File: src/rtl/fc_pkg.sv
package fc_pkg;
  typedef enum logic [2:0] {
    D_IDLE, D_U1, D_U2, D_PRG, D_E3, D_E4, D_E5
  } dec_st_t;

  typedef enum logic [1:0] {
    OP_PROG, OP_SERASE, OP_CERASE
  } op_t;

  localparam int          KEY_AW    = 15;
  localparam logic [14:0] KEY_ADR_A = 15'h5555;
  localparam logic [14:0] KEY_ADR_B = 15'h2AAA;
  localparam logic [7:0]  KEY_DAT_A = 8'hAA;
  localparam logic [7:0]  KEY_DAT_B = 8'h55;
  localparam logic [7:0]  CMD_PROG  = 8'hA0;
  localparam logic [7:0]  CMD_ERASE = 8'h80;
  localparam logic [7:0]  CMD_SECT  = 8'h30;
  localparam logic [7:0]  CMD_CHIP  = 8'h10;
endpackage

File: src/rtl/fc_bus_sampler.sv
module fc_bus_sampler #(
  parameter int ADDR_W = 17
) (
  input  logic              clk,
  input  logic              rst_n,
  input  logic              ce_n,
  input  logic              oe_n,
  input  logic              we_n,
  input  logic [ADDR_W-1:0] addr,
  input  logic [7:0]        din,
  output logic              wr_end,
  output logic [ADDR_W-1:0] wr_addr,
  output logic [7:0]        wr_data,
  output logic              rd_act,
  output logic              rd_end,
  output logic [ADDR_W-1:0] rd_addr
);
  logic              s_ce, s_oe, s_we;
  logic [ADDR_W-1:0] s_addr;
  logic [7:0]        s_din;
  logic              wr_q, rd_q;
  logic [ADDR_W-1:0] lat_addr;
  logic              wr_act;

  // one register stage on every pin
  always_ff @(posedge clk or negedge rst_n) begin
    if (!rst_n) begin
      s_ce   <= 1'b1;
      s_oe   <= 1'b1;
      s_we   <= 1'b1;
      s_addr <= '0;
      s_din  <= '0;
    end else begin
      s_ce   <= ce_n;
      s_oe   <= oe_n;
      s_we   <= we_n;
      s_addr <= addr;
      s_din  <= din;
    end
  end

  assign wr_act = ~s_ce & ~s_we & s_oe;
  assign rd_act = ~s_ce & ~s_oe;

  always_ff @(posedge clk or negedge rst_n) begin
    if (!rst_n) begin
      wr_q     <= 1'b0;
      rd_q     <= 1'b0;
      lat_addr <= '0;
    end else begin
      wr_q <= wr_act;
      rd_q <= rd_act;
      // address taken when the later strobe has fallen
      if (wr_act && !wr_q) lat_addr <= s_addr;
    end
  end

  // data taken when the first strobe rises
  assign wr_end  = wr_q & ~wr_act;
  assign wr_addr = lat_addr;
  assign wr_data = s_din;
  assign rd_end  = rd_q & ~rd_act;
  assign rd_addr = s_addr;
endmodule

File: src/rtl/fc_cmd_decoder.sv
module fc_cmd_decoder
  import fc_pkg::*;
#(
  parameter int ADDR_W = 17
) (
  input  logic              clk,
  input  logic              rst_n,
  input  logic              wr_end,
  input  logic [ADDR_W-1:0] wr_addr,
  input  logic [7:0]        wr_data,
  input  logic              busy,
  output logic              start,
  output op_t               op,
  output logic [ADDR_W-1:0] op_addr,
  output logic [7:0]        op_data,
  output logic              idle
);
  dec_st_t st, st_nx;
  logic    go_nx;
  op_t     op_nx;
  logic    hit_a, hit_b, at_a, accept;

  assign at_a   = (wr_addr[KEY_AW-1:0] == KEY_ADR_A);
  assign hit_a  = at_a && (wr_data == KEY_DAT_A);
  assign hit_b  = (wr_addr[KEY_AW-1:0] == KEY_ADR_B) && (wr_data == KEY_DAT_B);
  // a write is dropped while an operation runs or is being launched
  assign accept = wr_end && !busy && !start;

  always_comb begin
    st_nx = st;
    go_nx = 1'b0;
    op_nx = OP_PROG;
    if (accept) begin
      st_nx = hit_a ? D_U1 : D_IDLE;
      unique case (st)
        D_IDLE: ;
        D_U1:   if (hit_b) st_nx = D_U2;
        D_U2: begin
          if (at_a && wr_data == CMD_PROG)  st_nx = D_PRG;
          if (at_a && wr_data == CMD_ERASE) st_nx = D_E3;
        end
        D_PRG: begin
          st_nx = D_IDLE;
          go_nx = 1'b1;
          op_nx = OP_PROG;
        end
        D_E3:   if (hit_a) st_nx = D_E4;
        D_E4:   if (hit_b) st_nx = D_E5;
        D_E5: begin
          if (wr_data == CMD_SECT) begin
            st_nx = D_IDLE;
            go_nx = 1'b1;
            op_nx = OP_SERASE;
          end else if (at_a && wr_data == CMD_CHIP) begin
            st_nx = D_IDLE;
            go_nx = 1'b1;
            op_nx = OP_CERASE;
          end
        end
        default: st_nx = D_IDLE;
      endcase
    end
  end

  always_ff @(posedge clk or negedge rst_n) begin
    if (!rst_n) begin
      st      <= D_IDLE;
      start   <= 1'b0;
      op      <= OP_PROG;
      op_addr <= '0;
      op_data <= '0;
    end else begin
      st    <= st_nx;
      start <= go_nx;
      if (go_nx) begin
        op      <= op_nx;
        op_addr <= wr_addr;
        op_data <= (op_nx == OP_PROG) ? wr_data : 8'hFF;
      end
    end
  end

  assign idle = (st == D_IDLE);
endmodule

File: src/rtl/fc_op_engine.sv
module fc_op_engine
  import fc_pkg::*;
#(
  parameter int ADDR_W       = 17,
  parameter int SEC_LSB      = 12,
  parameter int SEC_IDX_W    = 2,
  parameter int OFF_W        = 4,
  parameter int PROG_CYCLES  = 16,
  parameter int ERASE_CYCLES = 40
) (
  input  logic              clk,
  input  logic              rst_n,
  input  logic              start,
  input  op_t               op,
  input  logic [ADDR_W-1:0] op_addr,
  input  logic [7:0]        op_data,
  input  logic [ADDR_W-1:0] rd_addr,
  input  logic              rd_end,
  output logic              busy,
  output logic              tog,
  output logic [7:0]        rd_data
);
  localparam int IDX_W   = SEC_IDX_W + OFF_W;
  localparam int DEPTH   = 1 << IDX_W;
  localparam int MAX_CYC = (PROG_CYCLES > ERASE_CYCLES) ? PROG_CYCLES : ERASE_CYCLES;
  localparam int CNT_W   = $clog2(MAX_CYC) + 1;

  logic [7:0]        mem [DEPTH];
  logic [CNT_W-1:0]  cnt;
  op_t               cur_op;
  logic [ADDR_W-1:0] cur_addr;
  logic [7:0]        cur_data;
  logic [IDX_W-1:0]  cur_idx;
  logic [SEC_IDX_W-1:0] cur_sec;

  function automatic logic [IDX_W-1:0] idx_of(input logic [ADDR_W-1:0] a);
    return {a[SEC_LSB+SEC_IDX_W-1:SEC_LSB], a[OFF_W-1:0]};
  endfunction

  function automatic logic [SEC_IDX_W-1:0] sec_of(input int i);
    logic [IDX_W-1:0] t;
    t = IDX_W'(i);
    return t[IDX_W-1:OFF_W];
  endfunction

  assign cur_idx = idx_of(cur_addr);
  assign cur_sec = cur_addr[SEC_LSB+SEC_IDX_W-1:SEC_LSB];

  always_ff @(posedge clk or negedge rst_n) begin
    if (!rst_n) begin
      busy     <= 1'b0;
      tog      <= 1'b0;
      cnt      <= '0;
      cur_op   <= OP_PROG;
      cur_addr <= '0;
      cur_data <= 8'hFF;
      for (int i = 0; i < DEPTH; i++) mem[i] <= 8'hFF;
    end else if (start && !busy) begin
      busy     <= 1'b1;
      tog      <= 1'b0;
      cnt      <= (op == OP_PROG) ? CNT_W'(PROG_CYCLES - 1) : CNT_W'(ERASE_CYCLES - 1);
      cur_op   <= op;
      cur_addr <= op_addr;
      cur_data <= op_data;
    end else if (busy) begin
      if (rd_end) tog <= ~tog;
      if (cnt == '0) begin
        busy <= 1'b0;
        if (cur_op == OP_PROG) begin
          mem[cur_idx] <= mem[cur_idx] & cur_data;
        end else begin
          for (int i = 0; i < DEPTH; i++) begin
            if (cur_op == OP_CERASE || sec_of(i) == cur_sec) mem[i] <= 8'hFF;
          end
        end
      end else begin
        cnt <= cnt - 1'b1;
      end
    end
  end

  assign rd_data = busy ? {~cur_data[7], tog, 6'b0} : mem[idx_of(rd_addr)];
endmodule

File: src/rtl/nor_cmd_ctrl.sv
module nor_cmd_ctrl
  import fc_pkg::*;
#(
  parameter int ADDR_W       = 17,
  parameter int SEC_IDX_W    = 2,
  parameter int OFF_W        = 4,
  parameter int PROG_CYCLES  = 16,
  parameter int ERASE_CYCLES = 40
) (
  input  logic              clk,
  input  logic              rst_n,
  input  logic              ce_n,
  input  logic              oe_n,
  input  logic              we_n,
  input  logic [ADDR_W-1:0] addr,
  input  logic [7:0]        din,
  output logic [7:0]        dq_out,
  output logic              dq_oe
);
  localparam int SEC_LSB = 12;

  logic              wr_end, rd_act, rd_end;
  logic [ADDR_W-1:0] wr_addr, rd_addr, op_addr;
  logic [7:0]        wr_data, op_data, rd_data;
  logic              op_start, eng_busy, eng_tog, dec_idle;
  op_t               op_kind;

  fc_bus_sampler #(.ADDR_W(ADDR_W)) u_bus (
    .clk(clk), .rst_n(rst_n), .ce_n(ce_n), .oe_n(oe_n), .we_n(we_n),
    .addr(addr), .din(din), .wr_end(wr_end), .wr_addr(wr_addr),
    .wr_data(wr_data), .rd_act(rd_act), .rd_end(rd_end), .rd_addr(rd_addr)
  );

  fc_cmd_decoder #(.ADDR_W(ADDR_W)) u_dec (
    .clk(clk), .rst_n(rst_n), .wr_end(wr_end), .wr_addr(wr_addr),
    .wr_data(wr_data), .busy(eng_busy), .start(op_start), .op(op_kind),
    .op_addr(op_addr), .op_data(op_data), .idle(dec_idle)
  );

  fc_op_engine #(
    .ADDR_W(ADDR_W), .SEC_LSB(SEC_LSB), .SEC_IDX_W(SEC_IDX_W), .OFF_W(OFF_W),
    .PROG_CYCLES(PROG_CYCLES), .ERASE_CYCLES(ERASE_CYCLES)
  ) u_eng (
    .clk(clk), .rst_n(rst_n), .start(op_start), .op(op_kind),
    .op_addr(op_addr), .op_data(op_data), .rd_addr(rd_addr), .rd_end(rd_end),
    .busy(eng_busy), .tog(eng_tog), .rd_data(rd_data)
  );

  assign dq_oe  = rd_act;
  assign dq_out = rd_data;
endmodule

File: config.mk
export PLATFORM = sky130hd
export DESIGN_NAME = nor_cmd_ctrl
export DESIGN_NICKNAME = d
export VERILOG_FILES = /design/src/rtl/fc_pkg.sv /design/src/rtl/fc_bus_sampler.sv /design/src/rtl/fc_cmd_decoder.sv /design/src/rtl/fc_op_engine.sv /design/src/rtl/nor_cmd_ctrl.sv
export SDC_FILE = /design/constraint.sdc
export NUM_CORES = 1
export LEC_CHECK = 0
export ABC_AREA = 0
export BUFFER_PORTS_ARGS = -buffer_cell sky130_fd_sc_hd__clkbuf_2
export CAP_MARGIN = 20
export CORE_UTILIZATION = 60
export DETAILED_ROUTE_END_ITERATION = 10
export GPL_ROUTABILITY_DRIVEN = 1
export PLACE_DENSITY = 0.72
export SLEW_MARGIN = 10
export SYNTH_ARGS = -nofsm -noshare
export SYNTH_HDL_FRONTEND = slang
export SYNTH_HIERARCHICAL = 1
export SYNTH_SLANG_ARGS = --single-unit
File: constraint.sdc
create_clock -name clk -period 4.22 [get_ports clk]
set_input_delay 0.844 -clock clk [delete_from_list [all_inputs] [get_ports clk]]
set_output_delay 0.844 -clock clk [all_outputs]
set_load 0.02 [all_outputs]
**Word-level counts from Yosys, hierarchy flattened**

Cells that the tools add are included.

- Flip-flop bits (word level): 616
- Input bits: 30
- Output and inout port bits: 9
- Logic and storage cells: 200

- Add/sub/neg operators: 1
- Order comparisons: 3
- Eq/ne operators: 19
- Multiplexer cells: 43
- Bitwise operators: 16
- Reduce and logical (&&, ||, !) cells: 35

Operator list:

| kind | count |
|---|---|
| bitwise mux 512 bit | 1 |
| 2-to-1 mux 512 bit | 1 |
| binary-select mux 8 bit (select 6 bit) | 2 |
| 2-to-1 mux 8 bit | 11 |
| demux 8 bit (select 6 bit) | 1 |
| equality test 8 bit (second input constant) | 3 |
| 2-to-1 mux 3 bit | 7 |
| 2-to-1 mux 7 bit | 3 |
| one-hot mux 3 bit (6 select lines) | 1 |
| AND reduction 4 bit | 4 |
| equality test 15 x 14 -> 1 bit (second input constant) | 1 |
| equality test 15 bit (second input constant) | 1 |
| greater-or-equal comparator 7 bit (second input constant) | 2 |
| inverter 6 -> 7 bit | 2 |
| nonzero test 2 bit | 6 |
| logical AND 1 bit | 10 |
| 2-to-1 mux 1 bit | 10 |
| equality test 3 bit (second input constant) | 3 |
| bitwise AND 8 bit | 1 |
| equality test 8 x 5 -> 1 bit (second input constant) | 1 |
| equality test 8 x 6 -> 1 bit (second input constant) | 1 |
| equality test 8 x 7 -> 1 bit (second input constant) | 1 |
| logical NOT 2 bit | 4 |
| 2-to-1 mux 2 bit | 4 |
| 17 further kinds | 36 |

**Longest topological paths before layout**

- Depth after elaboration: 10
- Mapped depth: 13
- Depth with buffers taken out: 8

**Hierarchy**

The synthesis kept the hierarchy.

Modules (own cells, without submodules):

| module | times used | cells each | area each (um2) | seq. area each (um2) |
|---|---|---|---|---|
| fc_op_engine | 1 | 2513 | 29962.5 | 14088.5 |
| fc_cmd_decoder | 1 | 241 | 2052.0 | 775.7 |
| fc_bus_sampler | 1 | 70 | 1430.1 | 1179.9 |

**Least setup slack after synthesis**

OpenSTA, ideal clock, no wires.

- Path kind: flip-flop to output port
- From: reg u_bus.s_addr[0] (netlist: u_bus/rd_addr[0])
- To: out dq_out[7]
- Arrival: 2723 ps
- Required time: 3376 ps
- Path slack: 653 ps
- Cell stages (with the launch flop): 9
- Path buffers: 3
- Path through: dfrtp_1 clkbuf_1 buf_1 buf_2 mux4_2 a22oi_1 nand3_1 nand4_1 o2111ai_1

- Word-level cells in the longest chain between the ends: 5

Ends and longest elaborated chain:

| element | RTL line | source |
|---|---|---|
| from (decl) | fc_bus_sampler.sv:19 | `logic [ADDR_W-1:0] s_addr;` |
| from (signal assigned) | fc_bus_sampler.sv:37 | `s_addr <= addr;` |
| inverter 6 -> 7 bit (implied by the code) | fc_op_engine.sv:82 | `assign rd_data = busy ? {~cur_data[7], tog, 6'b0} : mem[idx_of(rd_addr)];` |
| binary-select mux 8 bit (select 6 bit) | fc_op_engine.sv:82 |  |
| 2-to-1 mux 8 bit (implied by the code) (2 in series) | fc_op_engine.sv:82 |  |
| 2-to-1 mux 8 bit | fc_op_engine.sv:82 |  |
| to (decl) | nor_cmd_ctrl.sv:17 | `output logic [7:0] dq_out,` |

Every way passes these cells. The select of a mux whose other input is x is not followed.

**Worst setup path after layout**

- From: reg u_bus.s_addr[0] (netlist: u_bus/rd_addr[0])
- To: out dq_out[4]

The elaborated chain is that of the path after synthesis.

==> reports/qor.txt <==
Row count: 85
Starting DRT DRC Count: 3,602
Kind of cell adding the most delay to the critical path: multiplexers
Most common cell after layout, fill and taps aside: dfstp_2
Syn Nets: 2,771
Hold buffers post-CTS: 0
Clk root buf: clkbuf_16
First-pass GRT wire length: 171 mm
Final antenna-violating net count: 0
CTS Sinks: 600
Critical Path Source: u_bus/rd_addr[0]$_DFF_PN0_
Final TNS setup: 0 ps
Synth Cell Area: 32,600 um2
Clock tree buffer depth: 3
Cells after synthesis: 2,740
Layout cell share with drive strength beyond 1: 0.502
RSZ-0062 raised after global routing: true
Port Buffers: 36
Slew margin rel.: 0.234
Vias in the first global route: 26,200
Most used cell, CP: mux4_2
Worst EP arrival: 3370 ps
Crit-path cells: buf_4 -> buf_12 -> mux4_2 -> mux4_2 -> o2111ai_1 -> nand2_1 -> clkbuf_2
Peak VDD IR: 0.361 mV
Cell Pwr Density: 341 nW/um2
Pin count of the biggest net entering global routing: 109
H-tree Lvls: 3
Final Hold Vio Count: 0
Post-DR wirelength/cell: 32.1 um
Final setup vio count: 0
Worst path required time: 3380 ps
Die width: 235 um
HP Class: input pin to register
Die Y: 235 um
Worst R2R Start: u_eng/cur_addr[0]$_DFFE_PN0P_
Worst reg-to-reg path cell count: 8
Mapped Avg Cell Area: 11.9 um2
Crit end category: output pin
I/O Pins: 39
DRT Pass-1 Iters: 7
DR DRC count: 0
Max-cap violations: 0
Number of vias per cell: 7.30
Hold path cells: 1
Aggregate global-route resource usage: 0.419
Core area: 53,800 um2
Initial Util: 0.606
Final core occ: 0.689
Leakage: 13.9 nW
Min Hold Slack: 296 ps
Filler Cells Inserted: 3,785
Synth warn: 6
Commonest non-fill, non-tap cells in the layout: 523 x dfstp_2, 357 x nor2_1, 318 x mux2_2, 318 x a21oi_1, 181 x mux4_2
Worst path bufs/invs: 3
GRT overflow: 0
Clock transition at path regs: 60 ps
Final WL: 115 mm
R2R Setup Slk: 330 ps
Slew @ Worst Pin: 1140 ps
CP max stage cell: mux4_2
Vias: 26,100
Worst hold start: oe_n
P&R area growth vs syn: 13.6%
Final Slew Violations: 0
Initial antenna violation count: 7
Placer Congestion: 1.02
Fmax: 237 MHz
Die ar.: 55,300 um2
CTS Buf Count: 67
Tmin final: 4220 ps
Final nets: 2,860
Slowest stage delay, CP: 580 ps
Clock Skew: 26.5 ps
CP Class: register to output pin
CTS tree: done
Hold Path Sink: u_bus/s_oe$_DFF_PN1_
Final worst path period share: 1.00
Status: complete, no violations
Clk_lat worst skew: 640 ps
CP Launch Type: register
Worst reg2reg endpoint: u_eng/mem[141]$_DFFE_PN1P_
Detailed placement HPWL: 77.5 mm
Crit Path Max Fanout: 19
-- layout make-up --
type                       instances  area [um2]  area share
clock buffer                      95        2010      0.0541
timing repair buffer             242        2180      0.0587
clock inverter                    23         330     0.00891
inverter                          17        63.8     0.00172
tap                              696         871      0.0235
sequential                       600       15700       0.423
multi-input combinational       1901       15900       0.429
antenna                            2        5.00    0.000135
-- registers in the layout (all words and copies together), names as in the netlist, 2 cells and up --
register / cells
u_dec/op: 2
u_eng/mem: 512
u_eng/cur_op: 2
u_bus/wr_data: 8
u_eng/cnt: 7
u_eng/cur_data: 8
u_bus/wr_addr: 15
u_bus/rd_addr: 15
u_dec/op_addr: 6
u_eng/cur_addr: 6
u_dec/op_data: 8
u_dec/st: 3
-- worst max-delay path by stage --
stage	end	slack, ps	cells past startpoint
floorplan	dq_out[7]	650	8
global placement	u_eng/mem[101]$_DFFE_PN1P_	550	8
finish	dq_out[4]	2	7
detailed placement	u_eng/mem[21]$_DFFE_PN1P_	550	8
CTS	dq_out[4]	5	7
global route	dq_out[2]	-20	7
-- metal layers --
layer	global-route usage	part of all wire
met1	0.547	0.36
met2	0.604	0.43
met3	0.139	0.13
met4	0.267	0.077
met5	0	0.00040
-- through the flow --
stage	cell area [um2]	total power, mW	std cells	setup slack, ps
floorplan	32600	6.21	2740	653
global placement	34600	6.45	3451	552
detailed placement	34600	6.47	3451	547
CTS	36900	12.7	3569	4.52
global route	37100	12.9	3574	-19.4
finish	37100	12.6	3576	1.57
-- where the power goes --
group          switching (mW)  leakage, nW  internal (mW)
clock                    2.47         1.16           3.75
combinational           0.287         6.37          0.191
sequential             0.0872         6.37           5.84
-- timing repair --
item / CTS / global route
gates cloned: 0 / 1
endpoints found under the setup margin: 5 / 8
pin swaps: 0 / 0
resized for setup: 7 / 9
setup buffers: 0 / 3
No activity file was read; power rests on OpenSTA's default activity.
